===== config.mk =====
export PLATFORM = sky130hd
export DESIGN_NAME = vcxo_loop_ctrl
export DESIGN_NICKNAME = d
export VERILOG_FILES = /design/src/rtl/vcxo_pkg.sv /design/src/rtl/vcxo_win_meter.sv /design/src/rtl/vcxo_loop_filter.sv /design/src/rtl/vcxo_lock_fsm.sv /design/src/rtl/vcxo_loop_ctrl.sv
export SDC_FILE = /design/constraint.sdc
export NUM_CORES = 1
export LEC_CHECK = 0
export BUFFER_PORTS_ARGS = -buffer_cell sky130_fd_sc_hd__clkbuf_2
export CORE_MARGIN = 1.5
export CORE_UTILIZATION = 36
export CTS_CLUSTER_DIAMETER = 150
export DETAILED_ROUTE_END_ITERATION = 8
export HOLD_SLACK_MARGIN = 0.05
export PLACE_DENSITY = 0.51
export SLEW_MARGIN = 20
export SYNTH_ARGS = -nofsm -noshare
export SYNTH_HDL_FRONTEND = slang
export SYNTH_SLANG_ARGS = --single-unit

===== constraint.sdc =====
create_clock -name clk -period 9.6 [get_ports clk]
set_clock_uncertainty 0.15 [all_clocks]
set_input_delay 0.48 -clock clk [delete_from_list [all_inputs] [get_ports clk]]
set_output_delay 0.48 -clock clk [all_outputs]
set_load 0.02 [all_outputs]

===== src/rtl/vcxo_pkg.sv =====
package vcxo_pkg;

    typedef enum logic [1:0] {
        MODE_ACQ   = 2'd0,
        MODE_TRACK = 2'd1,
        MODE_HOLD  = 2'd2
    } loop_mode_e;

    function automatic longint clamp_l(input longint v, input longint lo, input longint hi);
        if (v < lo) return lo;
        if (v > hi) return hi;
        return v;
    endfunction

    function automatic longint sign_step(input longint v);
        if (v > 0) return 1;
        if (v < 0) return -1;
        return 0;
    endfunction

endpackage


===== src/rtl/vcxo_win_meter.sv =====
module vcxo_win_meter import vcxo_pkg::*; #(
    parameter int CNT_W = 10,
    parameter int WIN_W = 16
) (
    input  logic                    clk,
    input  logic                    rst,
    input  logic                    ref_tick,
    input  logic                    loc_tick,
    input  logic                    invert_err,
    input  logic [WIN_W-1:0]        win_len,
    output logic                    win_done,
    output logic signed [CNT_W+1:0] err
);
    localparam int ERR_W = CNT_W + 2;

    logic [WIN_W-1:0]        wcnt;
    logic [CNT_W-1:0]        rcnt, lcnt;
    logic [CNT_W:0]          rtot, ltot;
    logic signed [ERR_W-1:0] diff;
    logic                    last;

    always_comb begin
        rtot = {1'b0, rcnt} + {{CNT_W{1'b0}}, ref_tick};
        ltot = {1'b0, lcnt} + {{CNT_W{1'b0}}, loc_tick};
        diff = $signed({1'b0, rtot}) - $signed({1'b0, ltot});
        last = (wcnt >= win_len - WIN_W'(1));
    end

    always_ff @(posedge clk) begin
        if (rst) begin
            wcnt     <= '0;
            rcnt     <= '0;
            lcnt     <= '0;
            win_done <= 1'b0;
            err      <= '0;
        end else if (last) begin
            wcnt     <= '0;
            rcnt     <= '0;
            lcnt     <= '0;
            win_done <= 1'b1;
            err      <= invert_err ? -diff : diff;
        end else begin
            wcnt     <= wcnt + WIN_W'(1);
            rcnt     <= rtot[CNT_W-1:0];
            lcnt     <= ltot[CNT_W-1:0];
            win_done <= 1'b0;
        end
    end

    // a window end is a single-cycle pulse
    a_r2_done_single: assert property (@(posedge clk) disable iff (rst)
        (win_done && win_len > WIN_W'(1)) |=> !win_done);

endmodule


===== src/rtl/vcxo_loop_filter.sv =====
module vcxo_loop_filter import vcxo_pkg::*; #(
    parameter int DAC_W    = 10,
    parameter int CNT_W    = 10,
    parameter int DWELL_W  = 24,
    parameter int ACQ_P_SH = 3,
    parameter int ACQ_I_SH = 2,
    parameter int TRK_P_SH = 0,
    parameter int TRK_I_SH = 0
) (
    input  logic                    clk,
    input  logic                    rst,
    input  logic                    win_done,
    input  logic signed [CNT_W+1:0] err,
    input  loop_mode_e              mode,
    input  logic [DWELL_W-1:0]      dwell_len,
    output logic [DAC_W-1:0]        dac_code,
    output logic                    dac_valid
);
    localparam longint MID      = longint'(1) << (DAC_W - 1);
    localparam longint CODE_MAX = (longint'(1) << DAC_W) - 1;
    localparam int     INT_W    = DAC_W + 1;
    localparam int     HACC_W   = CNT_W + 2 + DWELL_W;
    localparam int     DWE_W    = DWELL_W + 1;

    logic signed [INT_W-1:0]  integ;
    logic signed [HACC_W-1:0] hacc;
    logic [DWELL_W-1:0]       dwell_cnt;

    longint e, p_term, i_term, integ_n, code_n, hsum, nudged;
    logic   dwell_end;

    always_comb begin
        e       = longint'(err);
        p_term  = (mode == MODE_ACQ) ? (e <<< ACQ_P_SH) : (e <<< TRK_P_SH);
        i_term  = (mode == MODE_ACQ) ? (e <<< ACQ_I_SH) : (e <<< TRK_I_SH);
        integ_n = clamp_l(longint'(integ) + i_term, -MID, MID - 1);
        code_n  = clamp_l(MID + integ_n + p_term, 0, CODE_MAX);
        hsum    = longint'(hacc) + e;
        nudged  = clamp_l(longint'(dac_code) + sign_step(hsum), 0, CODE_MAX);
        dwell_end = ({1'b0, dwell_cnt} + DWE_W'(1)) >= {1'b0, dwell_len};
    end

    always_ff @(posedge clk) begin
        if (rst) begin
            integ     <= '0;
            hacc      <= '0;
            dwell_cnt <= '0;
            dac_code  <= DAC_W'(MID);
            dac_valid <= 1'b0;
        end else if (win_done) begin
            if (mode == MODE_HOLD) begin
                if (dwell_end) begin
                    dac_code  <= DAC_W'(nudged);
                    integ     <= INT_W'(nudged - MID);
                    hacc      <= '0;
                    dwell_cnt <= '0;
                    dac_valid <= 1'b1;
                end else begin
                    hacc      <= HACC_W'(hsum);
                    dwell_cnt <= dwell_cnt + DWELL_W'(1);
                    dac_valid <= 1'b0;
                end
            end else begin
                integ     <= INT_W'(integ_n);
                dac_code  <= DAC_W'(code_n);
                hacc      <= '0;
                dwell_cnt <= '0;
                dac_valid <= 1'b1;
            end
        end else begin
            dac_valid <= 1'b0;
            if (mode != MODE_HOLD) begin
                hacc      <= '0;
                dwell_cnt <= '0;
            end
        end
    end

    // every code strobe follows a window end
    a_r3_strobe_after_window: assert property (@(posedge clk) disable iff (rst)
        dac_valid |-> $past(win_done));

    // a hold-mode update moves the code by at most one LSB
    a_r7_hold_one_lsb: assert property (@(posedge clk) disable iff (rst)
        (dac_valid && $past(mode) == MODE_HOLD) |->
            ({1'b0, dac_code} == {1'b0, $past(dac_code)} ||
             {1'b0, dac_code} == {1'b0, $past(dac_code)} + INT_W'(1) ||
             {1'b0, dac_code} + INT_W'(1) == {1'b0, $past(dac_code)}));

endmodule


===== src/rtl/vcxo_lock_fsm.sv =====
module vcxo_lock_fsm import vcxo_pkg::*; #(
    parameter int CNT_W  = 10,
    parameter int GOOD_W = 8,
    parameter int SLIP_W = 8
) (
    input  logic                    clk,
    input  logic                    rst,
    input  logic                    win_done,
    input  logic signed [CNT_W+1:0] err,
    input  logic [CNT_W-1:0]        lock_thr,
    input  logic [CNT_W-1:0]        unlock_thr,
    input  logic [GOOD_W-1:0]       lock_n,
    input  logic                    slip_in,
    output loop_mode_e              mode,
    output logic                    locked,
    output logic [SLIP_W-1:0]       slip_count
);
    logic [CNT_W+1:0]        abs_err;
    logic signed [CNT_W+1:0] neg_err;
    logic                    quiet, loud, reach;
    logic [GOOD_W-1:0]       good;
    logic [GOOD_W:0]         good_nx;

    always_comb begin
        neg_err = -err;
        abs_err = err[CNT_W+1] ? neg_err : err;
        quiet   = abs_err <= {2'b00, lock_thr};
        loud    = abs_err >  {2'b00, unlock_thr};
        good_nx = {1'b0, good} + (GOOD_W+1)'(1);
        reach   = good_nx >= {1'b0, lock_n};
    end

    always_ff @(posedge clk) begin
        if (rst) begin
            mode       <= MODE_ACQ;
            locked     <= 1'b0;
            good       <= '0;
            slip_count <= '0;
        end else begin
            if (slip_in && slip_count != '1)
                slip_count <= slip_count + SLIP_W'(1);
            if (win_done) begin
                case (mode)
                    MODE_ACQ: begin
                        if (quiet && reach) begin
                            mode   <= MODE_TRACK;
                            locked <= 1'b1;
                            good   <= '0;
                        end else if (quiet) begin
                            good <= good_nx[GOOD_W-1:0];
                        end else begin
                            good <= '0;
                        end
                    end
                    MODE_TRACK: begin
                        if (loud) begin
                            mode   <= MODE_ACQ;
                            locked <= 1'b0;
                            good   <= '0;
                        end else if (quiet && reach) begin
                            mode <= MODE_HOLD;
                            good <= '0;
                        end else if (quiet) begin
                            good <= good_nx[GOOD_W-1:0];
                        end else begin
                            good <= '0;
                        end
                    end
                    default: begin
                        if (loud) begin
                            mode   <= MODE_ACQ;
                            locked <= 1'b0;
                            good   <= '0;
                        end else if (slip_in) begin
                            mode <= MODE_TRACK;
                            good <= '0;
                        end
                    end
                endcase
            end else if (mode == MODE_HOLD && slip_in) begin
                mode <= MODE_TRACK;
                good <= '0;
            end
        end
    end

    // lock flag agrees with the mode
    a_r5_locked_matches_mode: assert property (@(posedge clk) disable iff (rst)
        locked == (mode != MODE_ACQ));

    // hold is only entered from track
    a_r6_hold_from_track: assert property (@(posedge clk) disable iff (rst)
        (mode == MODE_HOLD && $past(mode) != MODE_HOLD) |-> $past(mode) == MODE_TRACK);

    // a loud window in a locked mode returns to acquire
    a_r8_unlock: assert property (@(posedge clk) disable iff (rst)
        (win_done && mode != MODE_ACQ && loud) |=> (mode == MODE_ACQ && !locked));

    // each slip below saturation is counted
    a_r9_slip_count: assert property (@(posedge clk) disable iff (rst)
        (slip_in && slip_count != '1) |=> slip_count == $past(slip_count) + SLIP_W'(1));

endmodule


===== src/rtl/vcxo_loop_ctrl.sv =====
module vcxo_loop_ctrl import vcxo_pkg::*; #(
    parameter int DAC_W    = 10,
    parameter int CNT_W    = 10,
    parameter int WIN_W    = 16,
    parameter int DWELL_W  = 24,
    parameter int GOOD_W   = 8,
    parameter int SLIP_W   = 8,
    parameter int ACQ_P_SH = 3,
    parameter int ACQ_I_SH = 2,
    parameter int TRK_P_SH = 0,
    parameter int TRK_I_SH = 0
) (
    input  logic               clk,
    input  logic               rst,
    input  logic               ref_tick,
    input  logic               loc_tick,
    input  logic               slip_in,
    input  logic               invert_err,
    input  logic [WIN_W-1:0]   win_len,
    input  logic [DWELL_W-1:0] dwell_len,
    input  logic [CNT_W-1:0]   lock_thr,
    input  logic [CNT_W-1:0]   unlock_thr,
    input  logic [GOOD_W-1:0]  lock_n,
    output logic [DAC_W-1:0]   dac_code,
    output logic               dac_valid,
    output logic [1:0]         mode,
    output logic               locked,
    output logic [SLIP_W-1:0]  slip_count
);
    logic                    win_done;
    logic signed [CNT_W+1:0] err;
    loop_mode_e              mode_s;

    vcxo_win_meter #(.CNT_W(CNT_W), .WIN_W(WIN_W)) u_meter (
        .clk(clk), .rst(rst), .ref_tick(ref_tick), .loc_tick(loc_tick),
        .invert_err(invert_err), .win_len(win_len),
        .win_done(win_done), .err(err)
    );

    vcxo_loop_filter #(
        .DAC_W(DAC_W), .CNT_W(CNT_W), .DWELL_W(DWELL_W),
        .ACQ_P_SH(ACQ_P_SH), .ACQ_I_SH(ACQ_I_SH),
        .TRK_P_SH(TRK_P_SH), .TRK_I_SH(TRK_I_SH)
    ) u_filter (
        .clk(clk), .rst(rst), .win_done(win_done), .err(err), .mode(mode_s),
        .dwell_len(dwell_len), .dac_code(dac_code), .dac_valid(dac_valid)
    );

    vcxo_lock_fsm #(.CNT_W(CNT_W), .GOOD_W(GOOD_W), .SLIP_W(SLIP_W)) u_fsm (
        .clk(clk), .rst(rst), .win_done(win_done), .err(err),
        .lock_thr(lock_thr), .unlock_thr(unlock_thr), .lock_n(lock_n),
        .slip_in(slip_in), .mode(mode_s), .locked(locked), .slip_count(slip_count)
    );

    assign mode = mode_s;

endmodule


# [Yosys cells after proc, flatten, opt, wreduce, memory -nomap -nowiden]
# Cells that the tools add are included.
[op_classes] addsub=17 magnitude_cmp=13 n_eq_ne=9 mux=64 n_bitwise=1 n_reduce_logical=13
[op_table] cell="64-bit 2-to-1 mux" n=7
[op_table] cell="64-bit by 1-bit < comparator with 1-bit output (second input constant)" n=3
[op_table] cell="36-bit 2-to-1 mux" n=4
[op_table] cell="64-bit by 11-bit greater-than comparator with 1-bit output (second input constant)" n=2
[op_table] cell="24-bit 2-to-1 mux" n=4
[op_table] cell="11-bit by 64-bit adder with 64-bit output" n=1
[op_table] cell="11-bit by 64-bit adder with 64-bit output (first input constant)" n=1
[op_table] cell="64-bit by 15-bit adder with 64-bit output" n=1
[op_table] cell="64-bit by 1-bit greater-than comparator with 1-bit output (second input constant)" n=1
[op_table] cell="64-bit by 10-bit greater-than comparator with 1-bit output (second input constant)" n=1
[op_table] cell="64-bit by 10-bit < comparator with 1-bit output (second input constant)" n=1
[op_table] cell="10-bit 2-to-1 mux" n=6
[op_table] cell="8-bit 2-to-1 mux" n=7
[op_table] cell="11-bit 2-to-1 mux" n=4
[op_table] cell="36-bit by 12-bit adder with 37-bit output" n=1
[op_table] cell="24-bit by 1-bit adder with 25-bit output (second input constant)" n=1
[op_table] cell="25-bit by 24-bit >= comparator with 1-bit output" n=1
[op_table] cell="24-bit by 1-bit adder with 24-bit output (second input constant)" n=1
[op_table] cell="12-bit 2-to-1 mux" n=2
[op_table] cell="12-bit negator" n=2
[op_table] cell="10-bit by 1-bit adder with 11-bit output" n=2
[op_table] cell="1-bit 2-to-1 mux" n=19
[op_table] cell="16-bit by 1-bit adder with 16-bit output (second input constant)" n=1
[op_table] cell="16-bit >= comparator" n=1
[op_table] cell="30 further kinds" n=43
[word_totals] reg_bits=150 input_bits=74 output_inout_bits=22 wordCells=131

# [Longest topological paths before layout]
[logic_depth] ltp_word=16 mapped_depth=38 ltp_nobuf=35

# [Modules after synthesis]
# Synthesis repeated with hierarchy kept, for this count alone.
[unflattened] hier_cells=1841 area_unflattened_um2=14740.4
[by_module_without_submodules] module="vcxo_loop_filter" instances=1 cells_each=1216 area_per_inst_um2=9477.8 seq_area_each_um2=1641.6
[by_module_without_submodules] module="vcxo_win_meter" instances=1 cells_each=386 area_per_inst_um2=3380.7 seq_area_each_um2=980.9
[by_module_without_submodules] module="vcxo_lock_fsm" instances=1 cells_each=239 area_per_inst_um2=1881.8 seq_area_each_um2=380.4

# [Worst setup path before layout]
# OpenSTA, ideal clock, no wires.
[synth_timing] kind="flip-flop to flip-flop" from="register u_fsm.mode[0]" to="register u_filter.dac_code[7]" setup_ns=0.147 t_arrival_ns=7.683 required_ns=9.303 path_slack_ns=1.620 path_stages_with_launch=38 n_path_buf=3 period_less_slack_ns=7.980 path_cell_list="dfxtp_1 nor2_1 clkbuf_1 nor2_1 ha_1 fa_1 a21oi_1 o22ai_1 o211ai_1 nand2_1 o311ai_0 nor4_1 a21oi_1 a21oi_1 inv_1 ha_1 ha_1 fa_1 [... 2 more ...] o211a_1 a311oi_1 nor2_1 o21a_1 o21ai_0 nand2b_1 clkbuf_1 ha_1 nand2b_1 ha_1 or3_1 a211o_1 nor4_1 nand4_1 or3_1 clkbuf_1 o21ai_0 a311oi_1"
[synth_via] elab_chain_len=16 word_cells_on_any_way=27 classes_between="add/sub: 3; order compare: 4; eq/ne: 2; mux: 16; reduce/logical: 2"
[synth_rtl] element="start, declared" line_no="vcxo_lock_fsm.sv:14" rtl="output loop_mode_e mode,"
[synth_rtl] element="start signal, assigned" line_no="vcxo_lock_fsm.sv:35" rtl="mode <= MODE_ACQ;"
[synth_rtl] element="start signal, assigned" line_no="vcxo_lock_fsm.sv:46" rtl="mode <= MODE_TRACK;"
[synth_rtl] element="start signal, assigned" line_no="vcxo_lock_fsm.sv:57" rtl="mode <= MODE_ACQ;"
[synth_rtl] element="2-bit logical NOT" line_no="vcxo_loop_filter.sv:34, vcxo_loop_filter.sv:35"
[synth_rtl] element="13-bit 2-to-1 mux" line_no="vcxo_loop_filter.sv:35" rtl="i_term = (mode == MODE_ACQ) ? (e <<< ACQ_I_SH) : (e <<< TRK_I_SH);"
[synth_rtl] element="11-bit by 14-bit adder with 15-bit output" line_no="vcxo_loop_filter.sv:36" rtl="integ_n = clamp_l(longint'(integ) + i_term, -MID, MID - 1);"
[synth_rtl] element="64-bit by 10-bit greater-than comparator with 1-bit output or 64-bit by 10-bit < comparator with 1-bit output (tied branches)" line_no="vcxo_pkg.sv:11, vcxo_pkg.sv:10"
[synth_rtl] element="1-bit 2-to-1 mux or 64-bit 2-to-1 mux (tied branches)" line_no="vcxo_pkg.sv:11, vcxo_pkg.sv:10"
[synth_rtl] element="1-bit 2-to-1 mux or 64-bit 2-to-1 mux (tied branches)" line_no="vcxo_pkg.sv:11" rtl="if (v > hi) return hi;"
[synth_rtl] element="64-bit 2-to-1 mux" line_no="vcxo_pkg.sv:12" rtl="return v;"
[synth_rtl] element="64-bit 2-to-1 mux" line_no="vcxo_pkg.sv:11"
[synth_rtl] element="11-bit by 64-bit adder with 64-bit output" line_no="vcxo_loop_filter.sv:37" rtl="code_n = clamp_l(MID + integ_n + p_term, 0, CODE_MAX);"
[synth_rtl] element="64-bit by 15-bit adder with 64-bit output" line_no="vcxo_loop_filter.sv:37"
[synth_rtl] element="64-bit by 11-bit greater-than comparator with 1-bit output" line_no="vcxo_pkg.sv:11"
[synth_rtl] element="1-bit 2-to-1 mux (2 in a row)" line_no="vcxo_pkg.sv:11"
[synth_rtl] element="10-bit 2-to-1 mux" line_no="vcxo_pkg.sv:12"
[synth_rtl] element="10-bit 2-to-1 mux" line_no="vcxo_pkg.sv:11"
[synth_rtl] element="10-bit 2-to-1 mux" line_no="vcxo_loop_filter.sv:51" rtl="if (mode == MODE_HOLD) begin"
[synth_rtl] element="end signal, assigned" line_no="vcxo_loop_filter.sv:48" rtl="dac_code <= DAC_W'(MID);"
[synth_rtl] element="end signal, assigned" line_no="vcxo_loop_filter.sv:53" rtl="dac_code <= DAC_W'(nudged);"
[synth_rtl] element="end signal, assigned" line_no="vcxo_loop_filter.sv:65" rtl="dac_code <= DAC_W'(code_n);"
[synth_rtl] element="end, declared" line_no="vcxo_loop_filter.sv:16" rtl="output logic [DAC_W-1:0] dac_code,"
# Several ways; a longest one is shown, not always the timed one. The select of a mux whose other input is x is not followed.
# A chain may end at the register's enable or synchronous reset.

# [Final worst setup path]
[layout_timing] from="register u_fsm.mode[0]" to="register u_filter.dac_code[9]"
# Same word-level chain as after synthesis.

==> results.txt <==
* Status: completed
* Mean area per synthesized cell: approximately 7.8 sq um
* Number of max-slew violations in the final report: 0
* Number of nets with antenna violations after routing: 0
- Die W: 200 um
- By startpoint and endpoint, the worst setup path is classified as flip-flop to flip-flop.
* Vias: roughly 13000
- Maximum number of buffers from clock root to sink: 2
* Dominant cell type by area after synthesis: sky130_fd_sc_hd__dfxtp_1
* Start point of the worst min-delay path: ref_tick
- Yosys reg bits: 150
- When the netlist entered floorplanning its net count stood at 2088.
* Clk Latency, worst-skew pair: 0.44 ns
- Crit path capture type: flip-flop
* Leakage power: around 7.5 nW
- After synthesis, the cell types taking the most area are sky130_fd_sc_hd__dfxtp_1 22%, sky130_fd_sc_hd__ha_1 19%, sky130_fd_sc_hd__xnor2_1 6.4%.
* FF-to-FF Start: u_fsm.mode[0]$_SDFFE_PP0P_
* Delay of the slowest cell on the worst path: 0.47 ns
- Initial Util: 36.8%
- Global-route usage over all layers: 18.8%
- The endpoint identified for the worst register-to-register timing path is u_filter.dac_code[9]$_SDFFE_PP1P_.
* Number of hold-repair buffers added at the cts stage: 0
- Synth Area in Adders: 20.1%
- Post-detailed-route via-to-cell ratio: 5.34
- Number of cells produced by synthesis: about 1800
* Cell Area, Synth: between 0.01 and 0.015 sq mm
- The synthesized design devotes to its leading area cell type ~22% of total area.
- Y dimension of the die: about 200 um
- Counting cells, the worst reg-to-reg path comes to 35.
- Synth async-reset ratio: 0%
* CTS Root Cell: sky130_fd_sc_hd__clkbuf_16
- Setup repair after global routing left no endpoint under its margin.
* Final Instance Area: 0.0156 sq mm
* Die Footprint: 0.0399 sq mm
* Dominant combinational cell family by area after synthesis: simple AND/OR/NAND/NOR gates
- Once routing completed, OpenROAD measured the worst setup slack at 0.789 ns.
- The first global-routing pass estimated 60400 um of wire.
* Critical-path cell with the highest stage delay: sky130_fd_sc_hd__o311ai_0
- Actual slew at the worst max-slew pin: between 0.9 and 1 ns
- Number of buffer cells added on primary ports: 95
- Slew HR: just under 40%
* Nets: roughly 2200
* Required arrival time at the worst endpoint: 9.73 ns
* Number of warning messages in the yosys log: 0
- Entering global routing, the biggest net connects between 60 and 70 pins.
* Final worst path period need: 8.81 ns
- Of the total synthesized cell area, the portion taken by AND, OR, NAND and NOR gates is 22.7%.
- Vias in the first global route: 12100
* Final RePlAce weighted congestion: 0.843
* Register area share after synthesis: between 20 and 25%
* Max-Cap Viols: 0
- The number of antenna diodes in the final layout is 0.
- The floorplan step defined a core boundary enclosing about 0.038 sq mm.
* Area added between synthesis and finish: 11.9%
* Xor and xnor area share after synthesis: 9.75%
- Among cell families on the critical path, the largest total delay comes from compound AO/OA/AOI/OAI gates.
* Post-synthesis mux area share: less than 1%
- In the finished design, the share of the clock period the worst path needs comes to 91.8%.
- Setup slack of the most critical reg-to-reg path: 0.79 ns
* Final-report setup violation count: 0
- Share of the synthesized area in compound gates (AO/OA/AOI/OAI): 20.7%
- Global-route congestion overflow total: 0
- Floorplan row count: 71
- Most numerous cell types in the synthesized netlist: 232 x sky130_fd_sc_hd__nor2_1, 214 x sky130_fd_sc_hd__ha_1, 151 x sky130_fd_sc_hd__nand2_1
- Detailed Routing Iterations Pass 1: 5
- For this block, the initial DRC count from the detailed router was 568.
- The design draws around 0.0015 W.
- Sinks on Clock Net: 150
* Depth of the worst hold-timing path: 4
- Setup total negative slack on the finished layout was measured at 0 ns.
- Worst Hold Path EP: u_meter.rcnt[0]$_SDFF_PP0_
* Number of buffers added by the clock tree synthesis step: 17
- Routed wire per std cell: approximately 16 um
* Pre-CTS setup slack: 0.539 ns
- 96 I/O pins were placed.
* Peak ir drop on the vdd network: 124 uV
- Counting distinct cell types in the post-synthesis netlist gives between 70 and 80.
* Number of failing hold endpoints at the final stage: 0
* Layout cells sized above 1: ~9%
* Antenna violations before repair: 0
* Dominant register cell in the synthesized netlist: sky130_fd_sc_hd__dfxtp_1
- Detailed Place HPWL: just under 30000 um
* Startpoint kind of the worst setup timing path: flip-flop
* Number of enable-type register cells in the synthesized netlist: 0
- TritonCTS built the clock tree.
* Post-detailed-route DRC marker count: 0
- Peak clock frequency supported by timing: about 0.11 GHz
* Critical Path AT: 8.94 ns
* Power density over the cells: ~95 mW/mm^2
* Number of buffers and inverters on the critical path: 2
- After detailed placement, the total cell area comes to ~0.015 sq mm.
- Counting stages on the worst path, the most repeated cell is sky130_fd_sc_hd__ha_1.
* Most numerous cell in the Yosys netlist: sky130_fd_sc_hd__nor2_1
- Clock-pin slew was measured on the worst setup and hold paths at about 0.06 ns.
- Final wirelength: roughly 37000 um
- The H-tree was split into 4 levels.
- The path class of the tightest hold or removal check is primary input to flip-flop.
- Along the worst path, the maximum fanout reaches 10.
[layout make-up]
class	instances	area, sq um
flip-flops and latches	150	3000
clock buffers	19	453
repair buffers	111	598
multi-input cells	1485	10400
inverters	105	394
well taps	511	639
fillers	3974	22300
clock inverters	9	130
[metrics by stage]
stage          util (%)  std cells  hold slack (ns)
5_1_grt            41.2       2390            0.308
3_3_place_gp       39.6       2362            0.308
4_1_cts            41.1       2390            0.255
3_5_place_dp       39.6       2362            0.310
2_1_floorplan         -       1795            0.282
6_report           41.2       2390            0.268
[cells by family after synthesis]
logic type,after synthesis
compound gates,431
xor+xnor,155
fa+ha+maj,221
buf+inv,160
flops,150
mux,12
simple gates,666
[how the worst max path moves through the flow]
stage,start,end,cells past startpoint
after global placement,u_fsm.mode[0]$_SDFFE_PP0P_,u_filter.dac_code[9]$_SDFFE_PP1P_,35
after global routing,u_fsm.mode[0]$_SDFFE_PP0P_,u_filter.dac_code[7]$_SDFFE_PP0P_,36
after detailed placement,u_fsm.mode[0]$_SDFFE_PP0P_,u_filter.dac_code[7]$_SDFFE_PP0P_,35
final,u_fsm.mode[0]$_SDFFE_PP0P_,u_filter.dac_code[9]$_SDFFE_PP1P_,35
after CTS,u_fsm.mode[0]$_SDFFE_PP0P_,u_filter.dac_code[7]$_SDFFE_PP0P_,35
after floorplan,u_fsm.mode[0]$_SDFFE_PP0P_,u_filter.dac_code[7]$_SDFFE_PP0P_,37
[cells in the final DEF (no fill, tap or decap), drive strengths merged, types with 50 or more instances in the layout]
cell,Yosys,routed
a21oi,91,91
a22oi,53,53
clkbuf,50,113
dfxtp,150,150
ha,214,214
inv,105,105
nand2,151,151
nand3,50,50
nor2,232,232
o21ai,86,86
xnor2,101,101
xor2,54,54
[registers in the layout (all words and copies together) (netlist names), 10 cells and up]
| register | cells |
|---|---|
| u_filter.hacc | 36 |
| u_filter.dwell_cnt | 24 |
| u_meter.wcnt | 16 |
| u_meter.err | 12 |
| u_filter.integ | 11 |
| u_filter.dac_code | 10 |
| u_meter.lcnt | 10 |
| u_meter.rcnt | 10 |
[report_power, final]
group,leakage [nW],switching [W],total [W],internal (W)
Clock,0.286,0.000274,0.000689,0.000416
Sequential,1.21,0.00000398,0.000630,0.000626
Combinational,6.03,0.0000887,0.000157,0.0000681
[routing by layer]
| layer | global-route usage, % | routed length [um] | vias to the layer above |
|---|---|---|---|
| met3 | 2.89 | 1330 | 36 |
| met4 | 5.82 | 654 | 0 |
| met1 | 24.5 | 18100 | 5911 |
| met2 | 31.8 | 17000 | 205 |
| li1 | - | - | 6615 |
| met5 | 0 | 0 | - |
[worst reg2reg max path: cells and delay by family, from the launching register on]
kind / cells / cell delay (ns)
and+or+nand+nor: 12 / 2.34
AOI/OAI and AO/OA: 14 / 3.42
adders and majority gates: 7 / 2.07
buffers and inverters: 2 / 0.29
DFF: 1 / 0.39
[timing repair]
item	in CTS	in global routing
gates resized for setup	0	6
buffers inserted	0	0
setup endpoints to repair	0	9
Power figures use the tool's default switching activity.
